<file path="src/rtl/wdt_pkg.sv">
package wdt_pkg;
    localparam int unsigned DATA_W = 8;
    localparam int unsigned ADDR_W = 2;

    localparam logic [ADDR_W-1:0] A_OPT1 = 2'd0;
    localparam logic [ADDR_W-1:0] A_OPT2 = 2'd1;
    localparam logic [ADDR_W-1:0] A_STAT = 2'd2;

    typedef struct packed {
        logic en;
        logic long_to;
        logic bus_clk;
    } wdt_cfg_t;
endpackage

</file>
<file path="src/rtl/wdt_optregs.sv">
module wdt_optregs
    import wdt_pkg::*;
(
    input  logic              clk,
    input  logic              rst_n,
    input  logic              por_n,
    input  logic              we_i,
    input  logic [ADDR_W-1:0] addr_i,
    input  logic [DATA_W-1:0] wdata_i,
    input  logic              fire_i,
    output wdt_cfg_t          cfg_o,
    output logic              opt1_locked_o,
    output logic              cfg_clr_o,
    output logic              refresh_o,
    output logic              flag_o,
    output logic [DATA_W-1:0] rdata_o
);
    typedef struct packed {
        wdt_cfg_t cfg;
        logic     lock1;
        logic     lock2;
    } opt_state_t;

    typedef struct packed {
        logic fired;
        logic flag;
        logic in_rst;
    } cause_state_t;

    localparam wdt_cfg_t CFG_DEFAULT = '{en: 1'b1, long_to: 1'b1, bus_clk: 1'b0};

    opt_state_t   o_d, o_q;
    cause_state_t c_d, c_q;

    always_comb begin
        o_d       = o_q;
        cfg_clr_o = 1'b0;
        refresh_o = 1'b0;
        if (we_i) begin
            unique case (addr_i)
                A_OPT1: if (!o_q.lock1) begin
                    o_d.cfg.en      = wdata_i[0];
                    o_d.cfg.long_to = wdata_i[1];
                    o_d.lock1       = 1'b1;
                    cfg_clr_o       = 1'b1;
                end
                A_OPT2: if (!o_q.lock2) begin
                    o_d.cfg.bus_clk = wdata_i[0];
                    o_d.lock2       = 1'b1;
                    cfg_clr_o       = 1'b1;
                end
                A_STAT:  refresh_o = 1'b1;
                default: ;
            endcase
        end
    end

    // Reset-cause record: captured once, on entry into system reset.
    always_comb begin
        c_d        = c_q;
        c_d.in_rst = !rst_n;
        if (!rst_n) begin
            if (!c_q.in_rst) begin
                c_d.flag  = c_q.fired;
                c_d.fired = 1'b0;
            end
        end else if (fire_i) begin
            c_d.fired = 1'b1;
        end
    end

    always_ff @(posedge clk or negedge rst_n) begin
        if (!rst_n) begin
            o_q.cfg   <= CFG_DEFAULT;
            o_q.lock1 <= 1'b0;
            o_q.lock2 <= 1'b0;
        end else begin
            o_q <= o_d;
        end
    end

    always_ff @(posedge clk or negedge por_n) begin
        if (!por_n) begin
            c_q.fired  <= 1'b0;
            c_q.flag   <= 1'b0;
            c_q.in_rst <= 1'b1;
        end else begin
            c_q <= c_d;
        end
    end

    always_comb begin
        rdata_o = '0;
        unique case (addr_i)
            A_OPT1:  rdata_o[1:0] = {o_q.cfg.long_to, o_q.cfg.en};
            A_OPT2:  rdata_o[0]   = o_q.cfg.bus_clk;
            A_STAT:  rdata_o[0]   = c_q.flag;
            default: rdata_o      = '0;
        endcase
    end

    assign cfg_o         = o_q.cfg;
    assign opt1_locked_o = o_q.lock1;
    assign flag_o        = c_q.flag;
endmodule

</file>
<file path="src/rtl/wdt_counter.sv">
module wdt_counter
    import wdt_pkg::*;
#(
    parameter int unsigned TICK_SHORT_LOG = 5,
    parameter int unsigned TICK_LONG_LOG  = 8,
    parameter int unsigned BUS_SHORT_LOG  = 13,
    parameter int unsigned BUS_LONG_LOG   = 18,
    parameter int unsigned CNT_W          = 18
) (
    input  logic             clk,
    input  logic             rst_n,
    input  wdt_cfg_t         cfg_i,
    input  logic             clr_i,
    input  logic             tick_i,
    input  logic             stop_i,
    input  logic             dbg_i,
    output logic             fire_o,
    output logic [CNT_W-1:0] cnt_o
);
    localparam logic [CNT_W-1:0] TERM_TS = CNT_W'((64'd1 << TICK_SHORT_LOG) - 64'd1);
    localparam logic [CNT_W-1:0] TERM_TL = CNT_W'((64'd1 << TICK_LONG_LOG) - 64'd1);
    localparam logic [CNT_W-1:0] TERM_BS = CNT_W'((64'd1 << BUS_SHORT_LOG) - 64'd1);
    localparam logic [CNT_W-1:0] TERM_BL = CNT_W'((64'd1 << BUS_LONG_LOG) - 64'd1);

    typedef struct packed {
        logic [CNT_W-1:0] cnt;
    } cnt_state_t;

    cnt_state_t       s_d, s_q;
    logic [CNT_W-1:0] term;
    logic             adv;
    logic             zap;

    always_comb begin
        s_d    = s_q;
        fire_o = 1'b0;
        if (cfg_i.bus_clk) term = cfg_i.long_to ? TERM_BL : TERM_BS;
        else               term = cfg_i.long_to ? TERM_TL : TERM_TS;
        adv = (cfg_i.bus_clk | tick_i) & ~stop_i & ~dbg_i;
        zap = ~cfg_i.en | clr_i | (stop_i & ~cfg_i.bus_clk);
        if (zap) begin
            s_d.cnt = '0;
        end else if (adv) begin
            if (s_q.cnt == term) begin
                s_d.cnt = '0;
                fire_o  = 1'b1;
            end else begin
                s_d.cnt = s_q.cnt + 1'b1;
            end
        end
    end

    always_ff @(posedge clk or negedge rst_n) begin
        if (!rst_n) s_q.cnt <= '0;
        else        s_q     <= s_d;
    end

    assign cnt_o = s_q.cnt;
endmodule

</file>
<file path="src/rtl/wdt_pulse.sv">
module wdt_pulse #(
    parameter int unsigned PULSE_LEN = 4
) (
    input  logic clk,
    input  logic rst_n,
    input  logic fire_i,
    output logic req_o
);
    localparam int unsigned PC_W = $clog2(PULSE_LEN + 1);

    typedef struct packed {
        logic [PC_W-1:0] left;
    } pulse_state_t;

    pulse_state_t p_d, p_q;

    always_comb begin
        p_d = p_q;
        if (fire_i)             p_d.left = PC_W'(PULSE_LEN);
        else if (p_q.left != 0) p_d.left = p_q.left - 1'b1;
    end

    always_ff @(posedge clk or negedge rst_n) begin
        if (!rst_n) p_q.left <= '0;
        else        p_q      <= p_d;
    end

    assign req_o = (p_q.left != '0);
endmodule

</file>
<file path="src/rtl/wonce_watchdog.sv">
module wonce_watchdog
    import wdt_pkg::*;
#(
    parameter int unsigned TICK_SHORT_LOG = 5,
    parameter int unsigned TICK_LONG_LOG  = 8,
    parameter int unsigned BUS_SHORT_LOG  = 13,
    parameter int unsigned BUS_LONG_LOG   = 18,
    parameter int unsigned PULSE_LEN      = 4
) (
    input  logic        clk,
    input  logic        rst_n,
    input  logic        por_n,
    input  logic        tick_1k_i,
    input  logic        stop_i,
    input  logic        dbg_i,
    input  logic        bus_we_i,
    input  logic [1:0]  bus_addr_i,
    input  logic [7:0]  bus_wdata_i,
    output logic [7:0]  bus_rdata_o,
    output logic        wdt_rst_req_o
);
    localparam int unsigned MAX_T = (TICK_SHORT_LOG > TICK_LONG_LOG) ? TICK_SHORT_LOG : TICK_LONG_LOG;
    localparam int unsigned MAX_B = (BUS_SHORT_LOG > BUS_LONG_LOG) ? BUS_SHORT_LOG : BUS_LONG_LOG;
    localparam int unsigned CNT_W = (MAX_T > MAX_B) ? MAX_T : MAX_B;

    wdt_cfg_t         cfg;
    logic             opt1_locked;
    logic             cfg_clr;
    logic             refresh;
    logic             rst_flag;
    logic             fire;
    logic [CNT_W-1:0] wd_cnt;

    wdt_optregs u_regs (
        .clk           (clk),
        .rst_n         (rst_n),
        .por_n         (por_n),
        .we_i          (bus_we_i),
        .addr_i        (bus_addr_i),
        .wdata_i       (bus_wdata_i),
        .fire_i        (fire),
        .cfg_o         (cfg),
        .opt1_locked_o (opt1_locked),
        .cfg_clr_o     (cfg_clr),
        .refresh_o     (refresh),
        .flag_o        (rst_flag),
        .rdata_o       (bus_rdata_o)
    );

    wdt_counter #(
        .TICK_SHORT_LOG (TICK_SHORT_LOG),
        .TICK_LONG_LOG  (TICK_LONG_LOG),
        .BUS_SHORT_LOG  (BUS_SHORT_LOG),
        .BUS_LONG_LOG   (BUS_LONG_LOG),
        .CNT_W          (CNT_W)
    ) u_cnt (
        .clk    (clk),
        .rst_n  (rst_n),
        .cfg_i  (cfg),
        .clr_i  (cfg_clr | refresh),
        .tick_i (tick_1k_i),
        .stop_i (stop_i),
        .dbg_i  (dbg_i),
        .fire_o (fire),
        .cnt_o  (wd_cnt)
    );

    wdt_pulse #(
        .PULSE_LEN (PULSE_LEN)
    ) u_pulse (
        .clk    (clk),
        .rst_n  (rst_n),
        .fire_i (fire),
        .req_o  (wdt_rst_req_o)
    );
endmodule

</file>
<file path="config.mk">
export PLATFORM = sky130hd
export DESIGN_NAME = wonce_watchdog
export DESIGN_NICKNAME = d
export VERILOG_FILES = /design/src/rtl/wdt_pkg.sv /design/src/rtl/wdt_optregs.sv /design/src/rtl/wdt_counter.sv /design/src/rtl/wdt_pulse.sv /design/src/rtl/wonce_watchdog.sv
export SDC_FILE = /design/constraint.sdc
export NUM_CORES = 1
export LEC_CHECK = 0
export ABC_AREA = 1
export BUFFER_PORTS_ARGS = -buffer_cell sky130_fd_sc_hd__buf_2
export CAP_MARGIN = 20
export CELL_PAD_IN_SITES_DETAIL_PLACEMENT = 1
export CELL_PAD_IN_SITES_GLOBAL_PLACEMENT = 2
export CORE_ASPECT_RATIO = 2
export CORE_MARGIN = 1.5
export CORE_UTILIZATION = 34
export CTS_CLUSTER_SIZE = 20
export DETAILED_ROUTE_END_ITERATION = 8
export PLACE_DENSITY_LB_ADDON = 0.1
export SYNTH_ARGS = -nofsm -noshare
export SYNTH_HDL_FRONTEND = slang
export SYNTH_SLANG_ARGS = --single-unit
</file>
<file path="constraint.sdc">
create_clock -name clk -period 2.3 [get_ports clk]
set_clock_uncertainty 0.05 [all_clocks]
set_input_delay 0.345 -clock clk [delete_from_list [all_inputs] [get_ports clk]]
set_output_delay 0.345 -clock clk [all_outputs]
set_load 0.02 [all_outputs]
</file>
# Word level (Yosys, flattened, before mapping)

Index checks and enable logic that the tools add are counted.

Bits in registers: 29
Bits of input ports: 17
Output and inout bits: 9
Logic and storage cells: 65

Add/subtract/negate cells: 2
Eq/ne operators: 5
Muxes and demuxes: 22
Bitwise operators: 15
Reductions and logical operators: 11

Operators with widths:

| cell                                                 | count |
|---|---|
| 2-to-1 mux 18 bit                                    | 5 |
| adder 18 x 1 -> 18 bit (second input constant)       | 1 |
| equality test 18 bit                                 | 1 |
| 2-to-1 mux 1 bit                                     | 11 |
| 2-to-1 mux 8 bit                                     | 1 |
| NOT 1 bit                                            | 8 |
| AND reduction 2 bit                                  | 4 |
| 2-to-1 mux 3 bit                                     | 2 |
| AND reduction 3 bit                                  | 2 |
| bitwise OR 1 bit                                     | 4 |
| nonzero test 2 bit                                   | 2 |
| AND 1 bit                                            | 3 |
| one-hot mux 1 bit (3 select lines)                   | 1 |
| nonzero test 3 bit                                   | 1 |
| subtractor 3 x 1 -> 3 bit (second input constant)    | 1 |
| equality test 2 x 1 -> 1 bit (second input constant) | 1 |
| equality test 2 bit (second input constant)          | 1 |
| logical NOT 2 bit                                    | 1 |
| 2-to-1 mux 2 bit                                     | 1 |
| != test 2 x 1 -> 1 bit (second input constant)       | 1 |
| != test 2 bit (second input constant)                | 1 |
| one-hot mux 1 bit (2 select lines)                   | 1 |
| logical NOT 1 bit                                    | 1 |

# Longest topological paths before layout

Gate-level depths: netlist of run 1.

Word-level depth: 9
Depth in mapped cells: 10
Depth with buffers taken out: 10

# Cells and area by module

A second synthesis of run 1 with hierarchy kept.

Cell total of the unflattened synthesis: 268
Area, all modules: 1,920.6 µm²

By module, submodules not included:

| module         | instances | cells an instance | area an instance (µm²) | sequential area each (µm²) |
|---|---|---|---|---|
| wdt_counter    | 1         | 190               | 1,293.7                | 450.4 |
| wdt_optregs    | 1         | 53                | 441.7                  | 203.9 |
| wdt_pulse      | 1         | 22                | 173.9                  | 75.1 |
| wonce_watchdog | 1         | 3                 | 11.3                   | 0.0 |

# Least setup slack after synthesis of run 1

OpenSTA, ideal clock, no wires.

Path type: reg-to-reg
From: register u_cnt.s_q (netlist bit u_cnt.cnt_o[0])
To: register u_cnt.s_q (netlist bit u_cnt.cnt_o[15])
Setup time: 120 ps
Arrival: 1,257 ps
Data required time: 2,130 ps
Slack: 873 ps
Cell stages (with the launch flop): 9
Path buffers: 0
Period minus slack after synthesis: 1,427 ps
Cell sequence: dfrtp_1 > ha_1 > nand2_1 > nor2_2 > nand2_1 > nor2_4 > nor2_4 > nor2_8 > nor2_1

Word-level cells in the longest chain between the ends: 4
Elaborated cells between the ends (all ways): 5
Classes of those cells: add/sub: 1; eq/ne: 1; mux: 3

RTL lines:

| item                                                           | line                                 | RTL |
|---|---|---|
| from (decl)                                                    | wdt_counter.sv:29                    | `cnt_state_t s_d, s_q;` |
| adder 18 x 1 -> 18 bit or equality test 18 bit (tied branches) | wdt_counter.sv:48, wdt_counter.sv:44 |  |
| 2-to-1 mux 18 bit (*)                                          | wdt_counter.sv:44                    | `if (s_q.cnt == term) begin` |
| 2-to-1 mux 18 bit (*)                                          | wdt_counter.sv:43                    | `end else if (adv) begin` |
| 2-to-1 mux 18 bit (*)                                          | wdt_counter.sv:41                    | `if (zap) begin` |

Mark *: on every way between the ends. The rest lies on a longest branch, timed or not. The select of a mux whose other input is x is not followed.
A chain may end at the register's enable or synchronous reset.

# Worst setup path in the final report of run 1

From: register u_cnt.s_q (netlist bit u_cnt.cnt_o[0])
To: register u_cnt.s_q (netlist bit u_cnt.cnt_o[12])

The elaborated chain is that of the path after synthesis.

==> flow_metrics.py, run 1 <==
metrics = {
    "status": {
        "status": "complete, no violations",
    },
    "cts": {
        "cts-root-buf": "clkbuf_8",
        "ctsResizeCount": 0,
        "cts_tree": "yes",
        "cts_buffer_depth": 2,
        "postCtsSetupBuffers": 0,
        "cts_max_level": 2,
        "cts.sinks": 29,
        "cts_made_buffers": 5,
        "path_clk_slew_ps": 70,
        "clock_latency_ps": 300,
    },
    "critical_path": {
        "rr_endpoint": "u_cnt.cnt_o[12]",
        "critPathArrivalTime_ps": 1880,
        "crit_path_start_kind": "flip-flop",
        "reg2reg_from": "u_cnt.cnt_o[0]",
        "worstPathMaxFanout": 4,
        "ff2ff_path_depth": 8,
        "cp-end-kind": "flip-flop",
        "r2r_slack_ps": 550,
        "worstPathRequired_ps": 2430,
        "path_class": "flip-flop to flip-flop",
    },
    "floorplan": {
        "fp.dieH_microns": 109,
        "dieArea_sq_mm": 0.00606,
        "rows": 38,
        "ios": 26,
        "core_sq_mm": 0.00542,
        "die_w_microns": 55.8,
        "start_util_pct": 35.0,
    },
    "route": {
        "vias": 1741,
        "drc": 0,
        "avgRoutedWirePerCell_microns": 13.9,
        "dr.first_iter.drc_count": 38,
        "first_pass_iters": 4,
        "wirelength_microns": 4910,
        "drtAntennaViolNets": 0,
        "vias_per_cell": 4.92,
    },
    "sta": {
        "whs_ps": 234,
        "setup_viol_count_final": 0,
        "post-route-period-util_pct": 76.1,
        "post-route-worst-setup-slack_ps": 549,
        "drv_slew": 0,
        "max_freq_mhz": 571,
        "fin_crit_ps": 1750,
        "rsz0062_at_grt": "false",
        "finalHoldViolCount": 0,
        "setup_tns_ps": 0,
    },
    "cells_and_area": {
        "fin_nets": 313,
        "syn2layout_area_growth_pct": 12.8,
        "n_antenna_cell": 0,
        "layout-drive-gt1-share_pct": 15.3,
        "nFillCells": 736,
        "multi_input_area_sq_um": 955,
        "regArea_sq_um": 729,
    },
    "hold_path": {
        "whs_path_depth": 3,
        "hp-start": "bus_wdata_i[1]",
        "worstHoldEndpoint": "u_regs.cfg_o[1]",
        "hold_path.class": "input pin to flip-flop",
    },
    "grt": {
        "antenna_found_initial": 0,
        "grt_pass1_vias": 1816,
        "gr-usage-all-layers_pct": 18.3,
        "grt_pass1_wl_microns": 8420,
        "grt_max_degree": 25,
        "grt-ovfl-total": 0,
    },
    "synth": {
        "syn-cell-area_sq_mm": 0.00190,
        "synth_cells": 272,
        "synth.distinct_cells": 35,
        "synth_ff_type": "dfrtp_1",
        "synth_top_area_cell": "dfrtp_1",
        "yosys-top-cells-count": "79 x nand2_1, 39 x nor2_1, 38 x inv_1",
        "syn_area_per_cell_sq_um": 6.97,
        "synth_edf_count": 0,
        "yosysMostFrequentCell": "nand2_1",
        "yosys_register_bits": 29,
        "yosysSeqAreaShare_pct": 38.5,
        "ys_async_sr_fraction_pct": 100,
        "synthTopCellsByArea": "dfrtp_1 34%, nand2_1 16%, nor2_1 7.7%",
        "ys_warn_count": 0,
        "synth_top_area_share_pct": 34.3,
    },
    "placement": {
        "hpwl_microns": 3890,
        "place_congestion": 0.771,
        "place_ws_ps": 566,
        "port-buffer-count": 13,
    },
    "power_and_ir_drop": {
        "max-vdd-ir-drop_mv": 0.474,
        "p_per_area_mw_per_mm2": 633,
        "power.static_leakage_nw": 1.06,
    },
    "job": {
        "drv_cap": 0,
    },
}
## flip-flops by register name, summed over array words and instances, names as in the netlist
| signal | cells |
|---|---|
| u_cnt.cnt_o | 18 |
| u_pulse.p_q | 3 |
| u_regs.c_q | 2 |
| u_regs.cfg_o | 3 |
| u_regs.flag_o | 1 |
| u_regs.o_q | 1 |
| u_regs.opt1_locked_o | 1 |
## worst max-delay path, cell delays in order, from the launching register on
cell and delay, ps:
dfrtp_1 390, ha_1 200, nand2_1 90, nor2_2 210, nand2_1 130, nor3_1 290
nand3_1 130, nand2_1 90, nor2_1 40
## routing by layer
layer | vias to the layer above | global-route usage, % | wire, microns
met5 | - | 0 | 0
met4 | 0 | 9.76 | 142
met3 | 9 | 3.23 | 95
met2 | 19 | 36.0 | 2850
met1 | 837 | 17.5 | 1820
li1 | 876 | - | -
## how the worst max path moves through the flow
stage                   startpoint  slack, ps               to  cells after the start
floorplan           u_cnt.cnt_o[0]        870  u_cnt.cnt_o[15]                      8
global placement          bus_we_i        570  u_cnt.cnt_o[13]                      9
detailed placement        bus_we_i        570  u_cnt.cnt_o[13]                      9
CTS                 u_cnt.cnt_o[0]        560   u_pulse.p_q[0]                      7
global route        u_cnt.cnt_o[0]        390  u_cnt.cnt_o[12]                      9
finish              u_cnt.cnt_o[0]        550  u_cnt.cnt_o[12]                      8
## cells in the final DEF (no fill, tap or decap), types with 3 or more instances in the layout
| cell | n |
|---|---|
| nor2_1 | 39 |
| inv_1 | 38 |
| nand4_1 | 9 |
| o21ai_0 | 3 |
| inv_2 | 3 |
| nor2_4 | 3 |
| buf_2 | 13 |
| nand2_1 | 79 |
| dfstp_2 | 3 |
| dfrtp_1 | 26 |
| nand3_1 | 22 |
| nand2_2 | 3 |
| o21ai_1 | 4 |
| a21oi_1 | 4 |
| nor2_2 | 4 |
| nor3_1 | 4 |
| conb_1 | 6 |
| ha_1 | 3 |
| clkbuf_8 | 6 |
## cell type report
| cell class | count | share of cell area (%) |
|---|---|---|
| Multi-Input combinational cell | 197 | 44.6 |
| Clock inverter | 1 | 1.40 |
| Clock buffer | 7 | 4.04 |
| Sequential cell | 29 | 34.1 |
| Tap cell | 60 | 3.51 |
| Timing Repair Buffer | 17 | 4.68 |
| Inverter | 43 | 7.61 |
## logic make-up after synthesis
kind of cell / Yosys count / synth area share [%]
AOI/OAI and AO/OA: 18 / 5.94
DFF: 29 / 38.5
buffers and inverters: 51 / 12.1
other: 1 / 0.198
xor gates and xnor gates: 2 / 0.924
adders and majority gates: 3 / 1.98
and+or+nand+nor: 168 / 40.3
## metrics by stage
| stage | cells | util (%) | power (mW) | cell area (sq um) |
|---|---|---|---|---|
| detailed placement | 344 | 36.9 | 0.798 | 2000 |
| finish | 354 | 39.5 | 1.35 | 2140 |
| floorplan | 277 | - | 0.737 | 1910 |
| global route | 354 | 39.5 | 1.42 | 2140 |
| CTS | 354 | 39.5 | 1.38 | 2140 |
| global placement | 344 | 36.9 | 0.798 | 2000 |
## power breakdown
| group | total [mW] | switching (mW) | internal (mW) |
|---|---|---|---|
| Combinational | 0.238 | 0.169 | 0.0689 |
| Clock | 0.572 | 0.219 | 0.353 |
| Sequential | 0.545 | 0.0108 | 0.534 |
| Total | 1.35 | 0.399 | 0.956 |
## what timing repair did
action                     CTS  global route
hold endpoints to repair    14             0
hold buffers                 2             0
setup endpoints to repair    0             0
Note: power is estimated with default switching activity, not from simulation.
==> run 2: changes to the inputs <==
- ABC_AREA: 1 -> 0
- CORE_UTILIZATION: 34 -> 35
- clock period: 2.3 -> 1.8 ns (I/O delays scaled with it)
==> run 2 against run 1 <==
Net effect: the flow now finishes with violations (setup timing); wire length is 14% lower; critical path type unchanged; highest routed layer unchanged; critical endpoint is now u_cnt.cnt_o[7]; area after synthesis is 11% lower; largest power group is now registers; clock-buffer cell count stayed put; combinational power is 15% higher; setup slack worse by 680 ps.
==> flow_metrics.py, run 2 <==
metrics = {
    "synth": {
        "yosysMostFrequentCell": "nor2_1",
        "synth_ff_type": "dfrtp_1",
        "ys_async_sr_fraction_pct": 100,
        "yosys_register_bits": 29,
        "syn-cell-area_sq_mm": 0.00169,
        "synth_top_area_share_pct": 38.6,
        "synth_cells": 169,
        "syn_area_per_cell_sq_um": 9.98,
        "synth_top_area_cell": "dfrtp_1",
        "yosysSeqAreaShare_pct": 43.2,
        "ys_warn_count": 0,
        "synthTopCellsByArea": "dfrtp_1 39%, xor2_1 6.2%, nor2_1 6.0%",
        "synth.distinct_cells": 41,
        "yosys-top-cells-count": "27 x nor2_1, 26 x dfrtp_1, 12 x xor2_1",
        "synth_edf_count": 0,
    },
    "floorplan": {
        "ios": 26,
        "core_sq_mm": 0.00460,
        "fp.dieH_microns": 101,
        "start_util_pct": 36.7,
        "rows": 35,
        "die_w_microns": 52.1,
        "dieArea_sq_mm": 0.00527,
    },
    "route": {
        "drc": 0,
        "first_pass_iters": 3,
        "wirelength_microns": 4240,
        "wl_met1_microns": 1530,
        "vias": 1370,
        "routed-wl-met2_microns": 2520,
        "met3_length_microns": 93,
        "vias_per_cell": 5.25,
        "avgRoutedWirePerCell_microns": 16.2,
        "drtAntennaViolNets": 0,
        "dr.first_iter.drc_count": 12,
        "top_layer": "met4",
    },
    "grt": {
        "antenna_found_initial": 0,
        "gr-usage-all-layers_pct": 18.1,
        "grt_pass1_vias": 1520,
        "grt_pass1_wl_microns": 7060,
        "grt-ovfl-total": 0,
        "grt_max_degree": 17,
    },
    "job": {
        "drv_cap": 0,
    },
    "cts": {
        "cts_made_buffers": 5,
        "postCtsSetupBuffers": 0,
        "cts-root-buf": "clkbuf_8",
        "path_clk_slew_ps": 60,
        "cts_tree": "yes",
        "cts.sinks": 29,
        "cts_buffer_depth": 2,
        "cts_max_level": 2,
        "clock_latency_ps": 280,
    },
    "cells_and_area": {
        "mostFrequentLayoutCell": "nor2_1",
        "layout-drive-gt1-share_pct": 27.7,
        "final_cell_mix": "27 x nor2_1, 26 x dfrtp_1, 17 x buf_4, 13 x buf_2, 12 x xor2_1",
        "fin_nets": 225,
        "syn2layout_area_growth_pct": 21.7,
        "nFillCells": 547,
        "regArea_sq_um": 729,
        "largest_reg_flops": 18,
        "final_cells": 261,
        "multi_input_area_sq_um": 875,
        "n_antenna_cell": 0,
    },
    "critical_path": {
        "path_class": "flip-flop to flip-flop",
        "worstPathMaxFanout": 14,
        "critPathArrivalTime_ps": 2050,
        "crit_path_start_kind": "flip-flop",
        "worstPathRequired_ps": 1910,
        "cp-end-kind": "flip-flop",
    },
    "sta": {
        "max_freq_mhz": 517,
        "finalHoldViolCount": 0,
        "fin_crit_ps": 1940,
        "slew-limit-headroom_pct": 57.2,
        "setup_viol_count_final": 20,
        "drv_slew": 0,
        "worstMarginPinSlew_ps": 639,
        "post-route-period-util_pct": 108,
        "rsz0062_at_grt": "true",
        "setup_tns_ps": -2230,
        "post-route-worst-setup-slack_ps": -136,
    },
    "power_and_ir_drop": {
        "sw_frac_of_total_pct": 27.3,
        "p_clk_share_pct": 38.0,
        "power.static_leakage_nw": 0.867,
        "p_int_mw": 1.14,
        "switchingPower_mw": 0.429,
        "p_per_area_mw_per_mm2": 763,
        "seq_power_share_pct": 44.5,
        "max-vdd-ir-drop_mv": 0.414,
        "comb_power_share_pct": 17.5,
    },
    "placement": {
        "place_congestion": 0.764,
        "hpwl_microns": 3330,
        "placed_cells": 251,
        "port-buffer-count": 13,
    },
    "status": {
        "violations": "setup timing",
        "status": "complete, but fails checks",
    },
    "hold_path": {
        "hold_path.class": "input pin to flip-flop",
    },
}
run 2: area by class of cell:
cell class / count / share of cell area, %
multi-input cells: 128 / 42.6
clock buffers: 7 / 4.69
repair buffers: 34 / 12.3
well taps: 55 / 3.35
clock inverters: 1 / 0.244
flip-flops and latches: 29 / 35.5
inverters: 7 / 1.28
run 2: per-stage QoR:
| step | hold WS, ps | total power [mW] | area (sq um) | utilization, % | setup WS (ps) |
|---|---|---|---|---|---|
| floorplan | -75.6 | 0.889 | 1710 | - | -143 |
| global placement | 12.0 | 0.977 | 1930 | 42.0 | -97.7 |
| detailed placement | 17.4 | 0.985 | 1930 | 42.0 | -140 |
| CTS | 181 | 1.59 | 2050 | 44.7 | -156 |
| global route | 196 | 1.64 | 2050 | 44.7 | -225 |
| finish | 186 | 1.57 | 2050 | 44.7 | -136 |
run 2: metal layers:
layer | vias up | GRT usage (%)
met2 | 18 | 35.2
met4 | 0 | 7.89
met5 | - | 0
met3 | 7 | 3.24
li1 | 654 | -
met1 | 691 | 17.5
run 2: power groups by stage:
stage | Clock, mW | Combinational (mW) | Sequential, mW
2_1_floorplan | 0 | 0.187 | 0.702
6_report | 0.596 | 0.274 | 0.697
4_1_cts | 0.617 | 0.279 | 0.698
3_3_place_gp | 0 | 0.270 | 0.708
5_1_grt | 0.645 | 0.299 | 0.700
3_5_place_dp | 0 | 0.275 | 0.710
run 2: what timing repair did:
item	CTS	global route
hold buffers	2	0
pin swaps	1	1
setup endpoints to repair	20	20
hold endpoints to repair	27	0
gates resized for setup	0	0
run 2: cells by family after synthesis:
group,count (synthesis),share of synthesized area [%]
AND/OR/NAND/NOR,67,21.2
flip-flops,29,43.2
XOR/XNOR,14,7.27
other,1,0.222
adder cells (fa/ha/maj),3,2.23
multiplexers,6,3.86
buffers and inverters,17,6.01
AO/OA/AOI/OAI,32,16.0
run 2: worst max-delay path: stages (launching register included):
cell and delay (ps):
dfrtp_1 390, or4_4 550, o32ai_4 300, nand4_4 160, o21bai_4 170, buf_12 150
nor2_1 60
run 2: worst paths after layout:
kind	from	end	slack [ps]	cells after the start
worst max-delay path	u_regs.cfg_o[0]	u_cnt.cnt_o[7]	-140	6
min in group asynchronous	por_n	u_regs.c_q[2]	270	2
worst min register to register	u_regs.o_q[0]	u_regs.o_q[0]	440	1
worst max register to register	u_regs.cfg_o[0]	u_cnt.cnt_o[7]	-140	6
max in group asynchronous	rst_n	u_regs.cfg_o[2]	990	3
worst min-delay path	bus_wdata_i[1]	u_regs.cfg_o[1]	190	2
